===== config.mk =====
export PLATFORM = sky130hd
export DESIGN_NAME = adc_seq_top
export DESIGN_NICKNAME = d
export VERILOG_FILES = /design/src/rtl/adc_seq_pkg.sv /design/src/rtl/adc_seq_fifo.sv /design/src/rtl/adc_seq_chlist.sv /design/src/rtl/adc_seq_ctrl.sv /design/src/rtl/adc_seq_top.sv
export SDC_FILE = /design/constraint.sdc
export NUM_CORES = 1
export LEC_CHECK = 0
export BUFFER_PORTS_ARGS = -buffer_cell sky130_fd_sc_hd__buf_2
export CAP_MARGIN = 5
export CORE_MARGIN = 3
export CORE_UTILIZATION = 54
export DETAILED_ROUTE_END_ITERATION = 16
export GPL_ROUTABILITY_DRIVEN = 0
export HOLD_SLACK_MARGIN = 0.05
export PLACE_DENSITY = 0.75
export RECOVER_POWER = 50
export SLEW_MARGIN = 20
export SYNTH_ARGS = -nofsm -noshare
export SYNTH_HDL_FRONTEND = slang
export SYNTH_SLANG_ARGS = --single-unit

===== constraint.sdc =====
create_clock -name clk_i -period 2.9 [get_ports clk_i]
set_input_delay 0.435 -clock clk_i [delete_from_list [all_inputs] [get_ports clk_i]]
set_output_delay 0.435 -clock clk_i [all_outputs]
set_load 0.01 [all_outputs]

===== src/rtl/adc_seq_pkg.sv =====
package adc_seq_pkg;
  localparam int AW = 8;
  localparam int DW = 16;

  localparam logic [AW-1:0] A_CTRL1 = 8'h00;  // write: control, read: start
  localparam logic [AW-1:0] A_CTRL2 = 8'h02;
  localparam logic [AW-1:0] A_STAT  = 8'h04;  // read: status, write: clear
  localparam logic [AW-1:0] A_DATA  = 8'h10;  // write: descriptor, read: result

  localparam int C1_IRQ_EN = 15;
  localparam int C1_HF_EN  = 8;
  localparam int C2_RES_EN = 10;
  localparam int C2_LST_EN = 9;

  localparam int S_BUSY  = 0;
  localparam int S_LFULL = 1;
  localparam int S_EMPTY = 2;
  localparam int S_HALF  = 3;
  localparam int S_FULL  = 4;
  localparam int S_OVF   = 5;
  localparam int S_HFPND = 8;

  typedef enum logic [1:0] {
    MODE_OFF  = 2'd0,
    MODE_SW   = 2'd1,
    MODE_SCAN = 2'd2,
    MODE_EXT  = 2'd3
  } adc_mode_e;
endpackage


===== src/rtl/adc_seq_fifo.sv =====
module adc_seq_fifo #(
  parameter int WIDTH = 12,
  parameter int DEPTH = 8,
  localparam int IW = (DEPTH > 1) ? $clog2(DEPTH) : 1,
  localparam int CW = $clog2(DEPTH + 1)
) (
  input  logic             clk_i,
  input  logic             rst_ni,
  input  logic             flush_i,
  input  logic             push_i,
  input  logic [WIDTH-1:0] data_i,
  input  logic             pop_i,
  output logic [WIDTH-1:0] data_o,
  output logic [CW-1:0]    count_o,
  output logic             empty_o,
  output logic             full_o,
  output logic             half_o
);
  logic [WIDTH-1:0] mem_q [DEPTH];
  logic [IW-1:0] wr_q, rd_q;
  logic [CW-1:0] count_q;
  logic do_push, do_pop;

  function automatic logic [IW-1:0] nxt(input logic [IW-1:0] p);
    return (p == IW'(DEPTH - 1)) ? '0 : p + 1'b1;
  endfunction

  assign empty_o = (count_q == '0);
  assign full_o  = (count_q == CW'(DEPTH));
  assign half_o  = (count_q >= CW'(DEPTH / 2));
  assign count_o = count_q;
  assign data_o  = mem_q[rd_q];
  assign do_push = push_i && !full_o && !flush_i;
  assign do_pop  = pop_i && !empty_o && !flush_i;

  always_ff @(posedge clk_i) begin
    if (do_push) mem_q[wr_q] <= data_i;
  end

  always_ff @(posedge clk_i or negedge rst_ni) begin
    if (!rst_ni) begin
      wr_q <= '0; rd_q <= '0; count_q <= '0;
    end else if (flush_i) begin
      wr_q <= '0; rd_q <= '0; count_q <= '0;
    end else begin
      if (do_push) wr_q <= nxt(wr_q);
      if (do_pop)  rd_q <= nxt(rd_q);
      case ({do_push, do_pop})
        2'b10:   count_q <= count_q + 1'b1;
        2'b01:   count_q <= count_q - 1'b1;
        default: count_q <= count_q;
      endcase
    end
  end

  p_no_overflow_r9: assert property (@(posedge clk_i) disable iff (!rst_ni)
    (push_i && full_o && !pop_i && !flush_i) |=> $stable(count_q));
  p_empty_pop_r6: assert property (@(posedge clk_i) disable iff (!rst_ni)
    (pop_i && empty_o && !push_i) |=> (count_q == '0));
endmodule


===== src/rtl/adc_seq_chlist.sv =====
module adc_seq_chlist #(
  parameter int DEPTH = 16,
  parameter int EW = 8,
  localparam int IW = (DEPTH > 1) ? $clog2(DEPTH) : 1,
  localparam int CW = $clog2(DEPTH + 1)
) (
  input  logic          clk_i,
  input  logic          rst_ni,
  input  logic          flush_i,
  input  logic          wr_i,
  input  logic [EW-1:0] data_i,
  input  logic          adv_i,
  output logic [EW-1:0] entry_o,
  output logic          empty_o,
  output logic          full_o
);
  logic [EW-1:0] mem_q [DEPTH];
  logic [CW-1:0] cnt_q;
  logic [IW-1:0] idx_q;
  logic do_wr;

  assign empty_o = (cnt_q == '0);
  assign full_o  = (cnt_q == CW'(DEPTH));
  assign entry_o = mem_q[idx_q];
  assign do_wr   = wr_i && !full_o && !flush_i;

  always_ff @(posedge clk_i) begin
    if (do_wr) mem_q[cnt_q[IW-1:0]] <= data_i;
  end

  always_ff @(posedge clk_i or negedge rst_ni) begin
    if (!rst_ni) begin
      cnt_q <= '0; idx_q <= '0;
    end else if (flush_i) begin
      cnt_q <= '0; idx_q <= '0;
    end else begin
      if (do_wr) cnt_q <= cnt_q + 1'b1;
      // wrap after the last written descriptor
      if (adv_i && !empty_o)
        idx_q <= (CW'(idx_q) == cnt_q - 1'b1) ? '0 : idx_q + 1'b1;
    end
  end

  p_idx_range_r4: assert property (@(posedge clk_i) disable iff (!rst_ni)
    !empty_o |-> (CW'(idx_q) < cnt_q));
endmodule


===== src/rtl/adc_seq_ctrl.sv =====
module adc_seq_ctrl
  import adc_seq_pkg::*;
#(
  parameter int EW = 8
) (
  input  logic          clk_i,
  input  logic          rst_ni,
  input  logic          trig_i,
  input  adc_mode_e     mode_i,
  input  logic          list_empty_i,
  input  logic          res_full_i,
  input  logic [EW-1:0] entry_i,
  input  logic          conv_valid_i,
  output logic          start_o,
  output logic [EW-1:0] entry_o,
  output logic          busy_o,
  output logic          launch_o,
  output logic          ovf_set_o,
  output logic          accept_o
);
  logic busy_q, start_q, req;
  logic [EW-1:0] entry_q;

  assign req       = trig_i && (mode_i == MODE_SW) && !busy_q && !list_empty_i;
  assign launch_o  = req && !res_full_i;
  assign ovf_set_o = req && res_full_i;
  assign accept_o  = conv_valid_i && busy_q && (mode_i != MODE_OFF);
  assign start_o   = start_q;
  assign entry_o   = entry_q;
  assign busy_o    = busy_q;

  always_ff @(posedge clk_i or negedge rst_ni) begin
    if (!rst_ni) begin
      busy_q <= 1'b0; start_q <= 1'b0; entry_q <= '0;
    end else begin
      start_q <= launch_o;
      if (launch_o) entry_q <= entry_i;
      if (mode_i == MODE_OFF) busy_q <= 1'b0;
      else if (launch_o)      busy_q <= 1'b1;
      else if (conv_valid_i)  busy_q <= 1'b0;
    end
  end

  p_mode_gate_r2: assert property (@(posedge clk_i) disable iff (!rst_ni)
    (mode_i != MODE_SW) |=> !start_q);
  p_no_start_busy_r8: assert property (@(posedge clk_i) disable iff (!rst_ni)
    (busy_q && !conv_valid_i) |=> !start_q);
  p_ovf_no_start_r9: assert property (@(posedge clk_i) disable iff (!rst_ni)
    ovf_set_o |=> !start_q);
  p_abort_idle_r10: assert property (@(posedge clk_i) disable iff (!rst_ni)
    (mode_i == MODE_OFF) |=> !busy_q);
endmodule


===== src/rtl/adc_seq_top.sv =====
module adc_seq_top
  import adc_seq_pkg::*;
#(
  parameter int LIST_DEPTH = 16,
  parameter int RES_DEPTH  = 8,
  parameter int RES_W      = 12,
  parameter int EW         = 8,
  localparam int RCW = $clog2(RES_DEPTH + 1)
) (
  input  logic             clk_i,
  input  logic             rst_ni,
  input  logic [AW-1:0]    bus_addr_i,
  input  logic             bus_wr_i,
  input  logic             bus_rd_i,
  input  logic [DW-1:0]    bus_wdata_i,
  output logic [DW-1:0]    bus_rdata_o,
  output logic             conv_start_o,
  output logic [EW-1:0]    conv_entry_o,
  input  logic             conv_valid_i,
  input  logic [RES_W-1:0] conv_data_i,
  output logic             irq_o
);
  logic [DW-1:0] ctrl1_q, ctrl2_q;
  logic ovf_q, hf_pend_q, half_d_q;
  adc_mode_e mode;

  logic list_wr, list_empty, list_full, list_adv;
  logic [EW-1:0] list_entry;
  logic res_pop, res_empty, res_full, res_half, res_push;
  logic [RES_W-1:0] res_head;
  logic [RCW-1:0] res_count;
  logic trig, busy, ovf_set, clr_wr;

  assign mode    = adc_mode_e'(ctrl1_q[1:0]);
  assign trig    = bus_rd_i && (bus_addr_i == A_CTRL1);
  assign list_wr = bus_wr_i && (bus_addr_i == A_DATA);
  assign res_pop = bus_rd_i && (bus_addr_i == A_DATA);
  assign clr_wr  = bus_wr_i && (bus_addr_i == A_STAT);

  always_ff @(posedge clk_i or negedge rst_ni) begin
    if (!rst_ni) begin
      ctrl1_q <= '0; ctrl2_q <= '0;
      ovf_q <= 1'b0; hf_pend_q <= 1'b0; half_d_q <= 1'b0;
    end else begin
      if (bus_wr_i && bus_addr_i == A_CTRL1) ctrl1_q <= bus_wdata_i;
      if (bus_wr_i && bus_addr_i == A_CTRL2) ctrl2_q <= bus_wdata_i;
      half_d_q <= res_half;
      if (clr_wr) begin
        ovf_q <= 1'b0; hf_pend_q <= 1'b0;
      end
      if (ovf_set) ovf_q <= 1'b1;
      if (res_half && !half_d_q) hf_pend_q <= 1'b1;
    end
  end

  adc_seq_chlist #(.DEPTH(LIST_DEPTH), .EW(EW)) u_list (
    .clk_i   (clk_i),
    .rst_ni  (rst_ni),
    .flush_i (!ctrl2_q[C2_LST_EN]),
    .wr_i    (list_wr),
    .data_i  (bus_wdata_i[EW-1:0]),
    .adv_i   (list_adv),
    .entry_o (list_entry),
    .empty_o (list_empty),
    .full_o  (list_full)
  );

  adc_seq_fifo #(.WIDTH(RES_W), .DEPTH(RES_DEPTH)) u_res (
    .clk_i   (clk_i),
    .rst_ni  (rst_ni),
    .flush_i (!ctrl2_q[C2_RES_EN]),
    .push_i  (res_push),
    .data_i  (conv_data_i),
    .pop_i   (res_pop),
    .data_o  (res_head),
    .count_o (res_count),
    .empty_o (res_empty),
    .full_o  (res_full),
    .half_o  (res_half)
  );

  adc_seq_ctrl #(.EW(EW)) u_ctrl (
    .clk_i        (clk_i),
    .rst_ni       (rst_ni),
    .trig_i       (trig),
    .mode_i       (mode),
    .list_empty_i (list_empty),
    .res_full_i   (res_full),
    .entry_i      (list_entry),
    .conv_valid_i (conv_valid_i),
    .start_o      (conv_start_o),
    .entry_o      (conv_entry_o),
    .busy_o       (busy),
    .launch_o     (list_adv),
    .ovf_set_o    (ovf_set),
    .accept_o     (res_push)
  );

  always_comb begin
    bus_rdata_o = '0;
    if (bus_addr_i == A_STAT) begin
      bus_rdata_o[S_BUSY]  = busy;
      bus_rdata_o[S_LFULL] = list_full;
      bus_rdata_o[S_EMPTY] = res_empty;
      bus_rdata_o[S_HALF]  = res_half;
      bus_rdata_o[S_FULL]  = res_full;
      bus_rdata_o[S_OVF]   = ovf_q;
      bus_rdata_o[S_HFPND] = hf_pend_q;
    end else if (bus_addr_i == A_DATA && !res_empty) begin
      // offset binary to straight binary: flip the MSB
      bus_rdata_o[RES_W-1:0] = res_head ^ {1'b1, {(RES_W-1){1'b0}}};
    end
  end

  assign irq_o = hf_pend_q && ctrl1_q[C1_IRQ_EN] && ctrl1_q[C1_HF_EN];

  p_irq_gate_r11: assert property (@(posedge clk_i) disable iff (!rst_ni)
    irq_o |-> (ctrl1_q[C1_IRQ_EN] && ctrl1_q[C1_HF_EN]));
  p_count_bound_r7: assert property (@(posedge clk_i) disable iff (!rst_ni)
    res_count <= RCW'(RES_DEPTH));
endmodule


* Word-level counts from Yosys, hierarchy flattened
Memories as Yosys holds them, arrays and structs flattened. A register that Yosys moved wholly into a read port is not among the register bits.
Cells that the tools add are included.
** Cells by class
- Bitwise operators :: 1
- Eq/ne operators :: 16
- Magnitude comparators :: 1
- Add/subtract/negate cells :: 7
- Mux-type cells :: 28
- Reductions and logical operators :: 39
** Operator list (number)
- $logic_and A1 B1 Y1 :: 24
- $mux W3 :: 7
- $mux W4 :: 4
- $mux W12 :: 1
- $mux W1 :: 11
- $mux W5 :: 2
- $add A4 B1 Y4 const B :: 2
- $eq A8 B2 Y1 const B :: 1
- $eq A8 B3 Y1 const B :: 1
- $eq A8 B5 Y1 const B :: 1
- $logic_not A8 Y1 :: 1
- $ne A2 B1 Y1 const B :: 4
- $pmux W4 S2 :: 1
- $logic_not A1 Y1 :: 7
- $add A3 B1 Y3 const B :: 2
- $eq A3 B3 Y1 const B :: 2
- $mux W6 :: 1
- $reduce_bool A2 Y1 :: 3
- $add A5 B1 Y5 const B :: 1
- $eq A4 B5 Y1 :: 1
- $eq A5 B5 Y1 const B :: 1
- $logic_not A5 Y1 :: 1
- $sub A5 B1 Y5 const B :: 1
- $eq A2 B1 Y1 const B :: 2
- 10 further kinds :: 10
** Storage, ports and cells
- Word-level logic and storage cells :: 106
- Input bits :: 41
- Output and inout port bits :: 26
- Memory bits (writable) :: 224
- Bits in registers :: 51
- Memories :: 2
** Memories
- u_list.mem_q :: words 16, width 8, rd ports 1, clocked after memory_dff 1, wr ports 1, line adc_seq_chlist.sv:17 : logic [EW-1:0] mem_q [DEPTH];
- u_res.mem_q :: words 8, width 12, rd ports 1, clocked after memory_dff 0, wr ports 1, line adc_seq_fifo.sv:19 : logic [WIDTH-1:0] mem_q [DEPTH];

* Longest topological paths before layout
Gate-level depths: netlist (run 1).
- Depth after elaboration :: 9
- Mapped depth :: 11
- Gate-level depth less buffers :: 9

* Modules after synthesis
A second synthesis (run 1) with hierarchy kept.
** Second synthesis, totals
- Cells, all modules :: 628
- Area, all modules :: 10999.3 µm²
** By module, submodules not included
- adc_seq_chlist :: times used 1, cells an instance 321, seq. area each 4068.9 µm², area an instance 5627.9 µm²
- adc_seq_fifo :: times used 1, cells an instance 220, seq. area each 3133.0 µm², area an instance 4339.2 µm²
- adc_seq_top :: times used 1, cells an instance 60, seq. area each 225.2 µm², area an instance 616.8 µm²
- adc_seq_ctrl :: times used 1, cells an instance 27, seq. area each 250.2 µm², area an instance 415.4 µm²

* Least setup slack after synthesis (run 1)
No wires, ideal clock.
- Path type :: reg2reg
- From :: reg u_res.count_q[3], in the netlist u_res.count_o[3]
- To :: mem u_res.mem_q[0][0], enable pin
- Setup slack :: -42 ps
- Data arrival time :: 2529 ps
- Clock period less this slack :: 2942 ps
- Data required time :: 2488 ps
- Path buffers :: 2
- Stages on the path, launching flop included :: 6
- Cells stage by stage :: dfrtp_1 nor4b_1 or3_1 clkbuf_1 buf_1 nor4_1
** On the way
- Word-level cells in the longest chain between the ends :: 6
** RTL lines
- start, declared :: line adc_seq_fifo.sv:21 : logic [CW-1:0] count_q;
- start signal, assigned :: line adc_seq_fifo.sv:49 : 2'b10: count_q <= count_q + 1'b1;
- start signal, assigned :: line adc_seq_fifo.sv:50 : 2'b01: count_q <= count_q - 1'b1;
- start signal, assigned :: line adc_seq_fifo.sv:51 : default: count_q <= count_q;
- $eq A4 B4 Y1 :: line adc_seq_fifo.sv:29 : assign full_o = (count_q == CW'(DEPTH));
- $logic_not A1 Y1 :: line adc_seq_fifo.sv:33 : assign do_push = push_i && !full_o && !flush_i;
- $logic_and A1 B1 Y1 (2 in series) :: line adc_seq_fifo.sv:33
- $mux W1 :: line adc_seq_fifo.sv:37 : if (do_push) mem_q[wr_q] <= data_i;
- $mux W1 (not written as such) :: line adc_seq_fifo.sv:37
- end, declared :: line adc_seq_fifo.sv:19
Every way passes these cells.

* Final worst setup path (run 1)
- From :: reg u_res.rd_q[0]
- To :: out bus_rdata_o[0]
** On the way
- Word-level cells in the longest chain between the ends :: 3
** RTL lines
- start, declared :: line adc_seq_fifo.sv:20 : logic [IW-1:0] wr_q, rd_q;
- start signal, assigned :: line adc_seq_fifo.sv:47 : if (do_pop) rd_q <= nxt(rd_q);
- $mem_v2 Z8 W12
- $mux W12 :: line adc_seq_top.sv:109 : end else if (bus_addr_i == A_DATA && !res_empty) begin
- $mux W6 :: line adc_seq_top.sv:101 : if (bus_addr_i == A_STAT) begin
- end, declared :: line adc_seq_top.sv:16 : output logic [DW-1:0] bus_rdata_o,
Every way passes these cells.

==> results of run 1 <==
power by group through the flow:
stage | Combinational [uW] | Clock (uW) | Sequential, uW
final | 95.2 | 3200 | 4100
after global routing | 108 | 3420 | 4100
after CTS | 102 | 3270 | 4100
after detailed placement | 100 | 0 | 4180
after global placement | 90.8 | 0 | 4180
after floorplan | 26.4 | 0 | 4180
timing repair:
item	4_1_cts	5_1_grt
resized for setup	1	2
buffers inserted	0	0
setup endpoints to repair	1	2
hold buffers	0	0
layer usage:
layer / track usage [%] / up-vias / wire length, um
met4: 4.89 / 2 / 362
met2: 32.8 / 152 / 10500
met5: 0 / - / 13
li1: - / 2554 / -
met1: 27.2 / 2855 / 8710
met3: 4.07 / 37 / 1300
sequential cells by signal, summed over array words and instances (netlist names):
| signal | flops |
|---|---|
| u_list.cnt_q | 5 |
| ctrl2_q | 2 |
| u_res.count_o | 4 |
| hf_pend_q | 1 |
| u_res.wr_q | 3 |
| u_ctrl.start_o | 1 |
| u_ctrl.entry_o | 8 |
| u_res.rd_q | 3 |
| ovf_q | 1 |
| ctrl1_q | 4 |
| u_list.mem_q | 128 |
| half_d_q | 1 |
| u_ctrl.busy_o | 1 |
| u_res.mem_q | 96 |
| u_list.idx_q | 4 |
final timing paths:
path,depth (start not counted),endpoint,slack (ns)
max,5,bus_rdata_o[0],0.13
min,2,ctrl2_q[10]$_DFFE_PN0P_,0.14
max reg2reg,9,u_res.count_o[3]$_DFFE_PN0P_,0.21
min reg2reg,1,hf_pend_q$_DFFE_PN0P_,0.40
max in group asynchronous,1,u_list.idx_q[0]$_DFFE_PN0P_,1.02
min in group asynchronous,1,ctrl2_q[10]$_DFFE_PN0P_,0.51
cells by family after synthesis:
logic type / Yosys count / share of synthesized area, %
AO/OA/AOI/OAI: 45 / 2.73
XOR/XNOR: 13 / 1.06
adder cells (fa/ha/maj): 13 / 1.58
buffers and inverters: 46 / 1.82
flip-flops: 262 / 71.2
multiplexers: 95 / 15.5
other: 1 / 0.0348
AND/OR/NAND/NOR: 125 / 6.16
metrics by stage:
stage                     setup slack [ns]  utilization (%)  hold slack [ns]  TNS [ns]
final                                0.126             63.5            0.143         0
after global routing                0.0223             63.5            0.132         0
after CTS                           0.0387             63.7           0.0521         0
after detailed placement           0.00707             59.5            0.406         0
after global placement              0.0749             59.5            0.396         0
after floorplan                    -0.0419                -            0.139     -1.00
layout make-up:
| type | instances | area (um2) | area share (%) |
|---|---|---|---|
| Multi-Input combinational cell | 295 | 2960 | 23.9 |
| Clock buffer | 37 | 723 | 5.83 |
| Timing Repair Buffer | 99 | 573 | 4.62 |
| Clock inverter | 10 | 95.1 | 0.767 |
| Sequential cell | 262 | 7680 | 61.9 |
| Inverter | 9 | 33.8 | 0.272 |
| Tap cell | 265 | 332 | 2.67 |
cells in the final DEF, fill, tap and decap left out, types with 4 or more instances in the layout:
cell and n:
nand2_1 18, nor3_2 4, buf_4 40, clkbuf_1 39, buf_2 28, nor2b_1 16
inv_1 7, clkinv_1 5, xnor2_1 7, nand2b_1 4, nor2_1 33, a211oi_1 11
and3_1 4, edfxtp_1 224, dfrtp_1 36, xor2_1 6, mux2i_1 23, a21oi_1 14
conb_1 4, mux4_2 56, nand3_1 10, clkinv_2 4, nor3_1 9, mux2_2 14
o21ai_0 6, ha_1 12, clkbuf_16 27
worst max-delay path: cells and delay by family (launching register included):
| family | cells | cell delay [ns] |
|---|---|---|
| multiplexers | 2 | 0.81 |
| AO/OA/AOI/OAI | 1 | 0.17 |
| flip-flops | 1 | 0.40 |
| buffers and inverters | 2 | 0.41 |
==> impl_metrics.toml, run 1 <==
[status]
outcome = "complete, but fails checks"
violations = "max-capacitance violations, max-slew violations"

[final_layout]
final_cell_area_um2 = 12400
stdcell_count = 977
final_nets = 747
antenna_cells = 0
fill_cells = 1357
drive_gt1_share_pct = 26.4
area_delta_synth_final_pct = 14.9

[die]
core_um2 = 19500
initial_core_util_pct = 55.3
die_h_um = 147
num_rows = 51
dieArea_um2 = 21700
die_w_um = 147
ioPinCount = 67

[grt]
first_global_vias = 5908
track_usage_pct = 19.7
grt_pass1_wl_um = 33100
grt_max_degree = 39
grt.overflow.total = 0
antenna_found_initial = 1

[synthesis]
postSynth.asyncResetShare_pct = 14.5
synthTopCellsByArea = "edfxtp_1 62%, mux4_2 12%, dfrtp_1 8.8%"
synth.yosys.seq_area_share_pct = 71.2
synth.distinct_cells = 51
synth_edf_count = 224
synth_ff_type = "edfxtp_1"
synth_cells = 600
synth_top_area_share_pct = 62.3
post-synth-top-area-cell = "edfxtp_1"
yosysMostFrequentCell = "edfxtp_1"
syn_area_um2 = 10800
syn_avg_cell_area_um2 = 18.0
ys_seq_elements = 262
synthTopCellsByCount = "224 x edfxtp_1, 56 x mux4_2, 38 x dfrtp_1, 33 x nor2_1, 25 x mux2i_1"
yosys_warnings = 0

[drt]
vias = 5600
drtIter0Drc = 420
wire_per_inst_um = 21.4
drt_wl_total_um = 20900
drtPass1Iterations = 4
route.detailed.drc = 0
drt.antenna.violating_nets = 0
viasPerCell = 5.73

[sta]
period_share_pct = 95.6
rsz0062_at_grt = "false"
fmax_mhz = 361
hold_viol_final = 0
min_period_ns = 2.77
drv_slew = 39
finalClockSkew_ns = 0.0162
finalSetupViolations = 0
slew_headroom_pct = -39.6
worstMarginPinSlew_ns = 2.09

[critical_path]
cp-end-kind = "output port"
arrival_ns = 2.34
timing.critical_path.from = "u_res.rd_q[0]$_DFFE_PN0P_"
crit_required_ns = 2.47
r2r_start = "u_res.count_o[1]$_DFFE_PN0P_"
path_max_fanout = 27
critical_path_class = "reg -> out"
crit_chain = "buf_12 > mux4_2 > mux2i_2 > o21ai_0 > buf_2"
cp_slowest_cell = "mux4_2"
cpPeakStageDelay_ns = 0.55
start_kind = "flip-flop"

[pwr]
seqPwrFrac_pct = 55.5
ir_worst_vdd_v = 0.000605
power.share.clock_pct = 43.2
p_sw_uw = 1380
p_total_uw = 7400
powerDensity_nw_per_um2 = 597
p_leak_uw = 0.00421
power_frac_comb_pct = 1.3
internal_power_uw = 6020
switching_share_pct = 18.6

[clock_tree]
cts-root-buf = "clkbuf_16"
clk_latency_ns = 0.52
clkTransAtPathRegs_ns = 0.06
htreeDepth = 1
clockBufferDepth = 3
cts_inserted_buffers = 26
cts_tree = "built"
cts_sinks = 262

[place]
dp.cells = 930
place_area_um2 = 11600
hpwl_um = 13800
portBuffers = 58

[worst_hold_path]
hp-class = "in -> reg"
hp-start = "bus_wdata_i[10]"

[flow_run]
maxCapViolCount = 1
(Power assumes the default switching activity.)
==> inputs of run 2 (changes only) <==
--- a/config.mk
+++ b/config.mk
@@ -8,11 +8,11 @@
 export BUFFER_PORTS_ARGS = -buffer_cell sky130_fd_sc_hd__buf_2
 export CAP_MARGIN = 5
 export CORE_MARGIN = 3
-export CORE_UTILIZATION = 54
+export CORE_UTILIZATION = 60
 export DETAILED_ROUTE_END_ITERATION = 16
 export GPL_ROUTABILITY_DRIVEN = 0
 export HOLD_SLACK_MARGIN = 0.05
-export PLACE_DENSITY = 0.75
+export PLACE_DENSITY = 0.79
 export RECOVER_POWER = 50
 export SLEW_MARGIN = 20
 export SYNTH_ARGS = -nofsm -noshare
==> constraint.sdc (replaced) <==
create_clock -name clk_i -period 3.1 [get_ports clk_i]
set_input_delay 0.465 -clock clk_i [delete_from_list [all_inputs] [get_ports clk_i]]
set_output_delay 0.465 -clock clk_i [all_outputs]
set_load 0.01 [all_outputs]
==> run 2 against run 1 <==
Global-route usage increased by 3.6 points. Final cell count shrank 4.4%. The flow still finishes with violations (max-capacitance violations, max-slew violations). Power is 5.6% lower. Via count up 4.9%. First-iteration DRC count is 18% higher. Critical path type unchanged. Clock power is 5% lower. Count of clock-buffer cells in the layout shrank 1. Hold slack gained 0.028 ns. Register-to-register slack better by 0.24 ns. Combinational power fell by 3.8%. Setup slack better by 0.13 ns. Routed wire length up 7.4%.
==> impl_metrics.toml, run 2 (synthesized netlist as in run 1, its figures left out) <==
[final_layout]
fill_cells = 1058
final_cell_area_um2 = 12300
final_core_util_pct = 70.5
layout_commonest_cell = "edfxtp_1"
drive_gt1_share_pct = 25.8
final_nets = 745
area_delta_synth_final_pct = 14.3
antenna_cells = 0
largest_reg_flops = 128
layout_common_cells = "224 x edfxtp_1, 56 x mux4_2, 38 x clkbuf_1"
top_register = "u_list.mem_q"

[drt]
drt.antenna.violating_nets = 0
wire_per_inst_um = 24.0
drt_wl_total_um = 22400
vias = 5872
drtIter0Drc = 496
viasPerCell = 6.29
route.detailed.drc = 0
drtPass1Iterations = 5

[clock_tree]
clkTransAtPathRegs_ns = 0.06
clk_latency_ns = 0.53
cts_resized = 0
cts_setup_buffers = 0
cts_tree = "built"
cts-root-buf = "clkbuf_16"
clockBufferDepth = 3
cts_inserted_buffers = 27
cts_hold_buffers = 0
cts_sinks = 262
htreeDepth = 1

[die]
initial_core_util_pct = 61.7
ioPinCount = 67
num_rows = 48
dieArea_um2 = 19600
die_w_um = 140
core_um2 = 17500
die_h_um = 140

[critical_path]
path_max_fanout = 27
crit_chain = "buf_12 > mux4_2 > mux2i_1 > o21ai_0 > buf_2"
crit_required_ns = 2.63
cp-end-kind = "output port"
start_kind = "flip-flop"
cp.buffers_inverters = 2
reg2reg_depth = 9
cp_slowest_cell = "mux4_2"
cpLargestDelayFamily = "multiplexers"
path_depth = 5
cpPeakStageDelay_ns = 0.53
arrival_ns = 2.37
critical_path_class = "reg -> out"

[sta]
finalClockSkew_ns = 0.0248
rsz0062_at_grt = "false"
drv_slew = 39
min_period_ns = 2.84
slew_headroom_pct = -43.8
worstMarginPinSlew_ns = 2.16
finalSetupViolations = 0
tns_ns = 0
fmax_mhz = 352
hold_viol_final = 0
period_share_pct = 91.6

[grt]
grt_pass1_wl_um = 35400
track_usage_pct = 23.3
grt_max_degree = 39
first_global_vias = 5970
antenna_found_initial = 0
grt.overflow.total = 0

[place]
hpwl_um = 13700
place_area_um2 = 11500
portBuffers = 58

[flow_run]
maxCapViolCount = 1

[pwr]
p_leak_uw = 0.00419
ir_worst_vdd_v = 0.000600
powerDensity_nw_per_um2 = 567

[status]
violations = "max-capacitance violations, max-slew violations"
outcome = "complete, but fails checks"

[worst_hold_path]
hp-class = "in -> reg"
whs_path_depth = 2
[run 2: worst register-to-register path, delay by kind of cell, from the launching register on]
kind	cells	cell delay (ns)
AND/OR/NAND/NOR	4	1.13
AO/OA/AOI/OAI	3	0.52
flip-flops	1	0.44
adder cells (fa/ha/maj)	1	0.28
multiplexers	1	0.19
[run 2: power breakdown]
group	switching (uW)	leakage [uW]	internal, uW
clock	1260	0.000406	1790
combinational	70.3	0.00125	21.3
sequential	7.72	0.00254	3830
total	1340	0.00419	5640
[run 2: metal layers]
layer  GRT usage [%]  vias to the layer above  wire length (um)
met5               0                        -                 0
met4            5.86                        0               469
met3            3.62                       36              1430
met2            37.4                      235             11100
met1            34.6                     3048              9450
li1                -                     2553                 -
[run 2: layout make-up]
class	count	area, um2	share of cell area (%)
multi-input cells	295	2960	24.0
flip-flops and latches	262	7680	62.3
clock inverters	11	110	0.893
clock buffers	36	719	5.84
well taps	225	282	2.28
repair buffers	96	551	4.47
inverters	9	33.8	0.274
[run 2: stage by stage]
stage,instances,power [uW],setup WS (ns),hold WS [ns]
finish,934,6990,0.260,0.171
CTS,934,7040,0.218,0.0802
global route,934,7190,0.169,0.156
global placement,887,4000,0.231,0.394
detailed placement,887,4010,0.197,0.419
floorplan,603,3930,0.158,0.169
[run 2: final timing paths]
check                                        startpoint                            to  slack [ns]
setup / recovery              u_res.rd_q[0]$_DFFE_PN0P_                bus_rdata_o[0]        0.26
hold / removal                          bus_wdata_i[10]       ctrl2_q[10]$_DFFE_PN0P_        0.17
setup reg to reg           u_res.count_o[1]$_DFFE_PN0P_  u_res.count_o[3]$_DFFE_PN0P_        0.45
hold reg to reg                      half_d_q$_DFF_PN0_         hf_pend_q$_DFFE_PN0P_        0.42
max in group asynchronous                        rst_ni   u_list.idx_q[0]$_DFFE_PN0P_        1.15
min in group asynchronous                        rst_ni  u_res.count_o[0]$_DFFE_PN0P_        0.56
==> inputs of run 3 (changes only) <==
--- a/config.mk
+++ b/config.mk
@@ -13,7 +13,6 @@
 export GPL_ROUTABILITY_DRIVEN = 0
 export HOLD_SLACK_MARGIN = 0.05
 export PLACE_DENSITY = 0.79
-export RECOVER_POWER = 50
 export SLEW_MARGIN = 20
 export SYNTH_ARGS = -nofsm -noshare
 export SYNTH_HDL_FRONTEND = slang
==> run 3 against run 2 <==
The flow now finishes without violations. Combinational power up 5.2%. Utilization up 0.24 points. Fmax down 0.76%. Cell area up 0.33%. Critical endpoint unchanged. Sequential share of layout area down 0.21 points. Power about the same. Largest power group unchanged. Setup slack worse by 0.022 ns. Clock skew down 0.0023 ns.
==> impl_metrics.toml, run 3 (synthesized netlist as in run 1, its figures left out) <==
[critical_path]
reg2reg_setup_slack_ns = 0.45
path_max_fanout = 27
start_kind = "flip-flop"
arrival_ns = 2.40
crit_required_ns = 2.63
critical_path_class = "reg -> out"
cp-end-kind = "output port"

[final_layout]
antenna_cells = 0
top_register = "u_list.mem_q"
layout_commonest_cell = "edfxtp_1"
fill_cells = 1044
final_nets = 745
largest_reg_flops = 128
area_delta_synth_final_pct = 14.7
stdcell_count = 934
drive_gt1_share_pct = 30.2
layout_common_cells = "224 x edfxtp_1, 58 x buf_2, 56 x mux4_2"

[clock_tree]
cts_hold_buffers = 0
cts-root-buf = "clkbuf_16"
clockBufferDepth = 3
cts_sinks = 262
cts_resized = 0
htreeDepth = 1
clk_latency_ns = 0.53
cts_tree = "built"
clkTransAtPathRegs_ns = 0.06
cts_setup_buffers = 0
cts_inserted_buffers = 27

[place]
portBuffers = 58
dp.cells = 887
hpwl_um = 13700

[drt]
drtPass1Iterations = 5
viasPerCell = 6.25
vias = 5836
drt.antenna.violating_nets = 0
drt_wl_total_um = 22400
drtIter0Drc = 488
wire_per_inst_um = 24.0
route.detailed.drc = 0

[sta]
finalSetupViolations = 0
slew_headroom_pct = 40.4
drv_slew = 0
rsz0062_at_grt = "false"
period_share_pct = 92.3
hold_viol_final = 0
tns_ns = 0
worstMarginPinSlew_ns = 0.895
fmax_mhz = 349
finalHoldWorstSlack_ns = 0.0595
finalClockSkew_ns = 0.0225
min_period_ns = 2.86

[grt]
antenna_found_initial = 1
track_usage_pct = 23.3
grt_max_degree = 39
first_global_vias = 5970
grt_pass1_wl_um = 35400
grt.overflow.total = 0

[worst_hold_path]
hp-class = "in -> async"

[status]
outcome = "completed"

[die]
ioPinCount = 67
dieArea_um2 = 19600
die_h_um = 140
num_rows = 48
core_um2 = 17500
initial_core_util_pct = 61.7
die_w_um = 140

[pwr]
powerDensity_nw_per_um2 = 565
p_leak_uw = 0.00429
ir_worst_vdd_v = 0.000605

[flow_run]
maxCapViolCount = 0
[run 3: through the flow]
stage	setup slack [ns]	util (%)	total power [uW]	instance area, um2
after floorplan	0.158	-	3930	10800
after global placement	0.231	66.0	4000	11500
after detailed placement	0.197	66.0	4010	11500
after CTS	0.218	70.8	7040	12400
after global routing	0.169	70.8	7200	12400
final	0.239	70.8	6990	12400
[run 3: layout make-up]
type	instances	area, um2	area share [%]
Inverter	9	33.8	0.273
Multi-Input combinational cell	295	2960	23.9
Clock buffer	36	719	5.82
Timing Repair Buffer	96	588	4.75
Clock inverter	11	110	0.890
Tap cell	225	282	2.28
Sequential cell	262	7680	62.1
[run 3: routing by layer]
metal / routed length, um / GRT usage [%] / vias to the layer above
li1: - / - / 2552
met1: 9480 / 34.6 / 3011
met2: 11100 / 37.4 / 233
met3: 1350 / 3.62 / 38
met4: 482 / 5.86 / 2
met5: 8 / 0 / -
[run 3: critical path: stages (launching register included)]
cell	delay, ns
dfrtp_1	0.37
buf_12	0.24
mux4_2	0.53
mux2i_1	0.34
o21ai_0	0.19
buf_2	0.18
[run 3: worst paths after layout]
check                                               end  cells after the start                    startpoint
max reg2reg                u_res.count_o[3]$_DFFE_PN0P_                      9  u_res.count_o[1]$_DFFE_PN0P_
min                        u_res.count_o[1]$_DFFE_PN0P_                      1                        rst_ni
min in group clk_i              ctrl2_q[10]$_DFFE_PN0P_                      2               bus_wdata_i[10]
max                                      bus_rdata_o[0]                      5     u_res.rd_q[0]$_DFFE_PN0P_
min reg2reg                       hf_pend_q$_DFFE_PN0P_                      1            half_d_q$_DFF_PN0_
max in group asynchronous   u_list.idx_q[0]$_DFFE_PN0P_                      1                        rst_ni
[run 3: report_power, final]
part	switching, uW	internal [uW]	total [uW]
Combinational	70.6	25.8	96.4
Clock	1270	1790	3060
Sequential	7.66	3830	3840
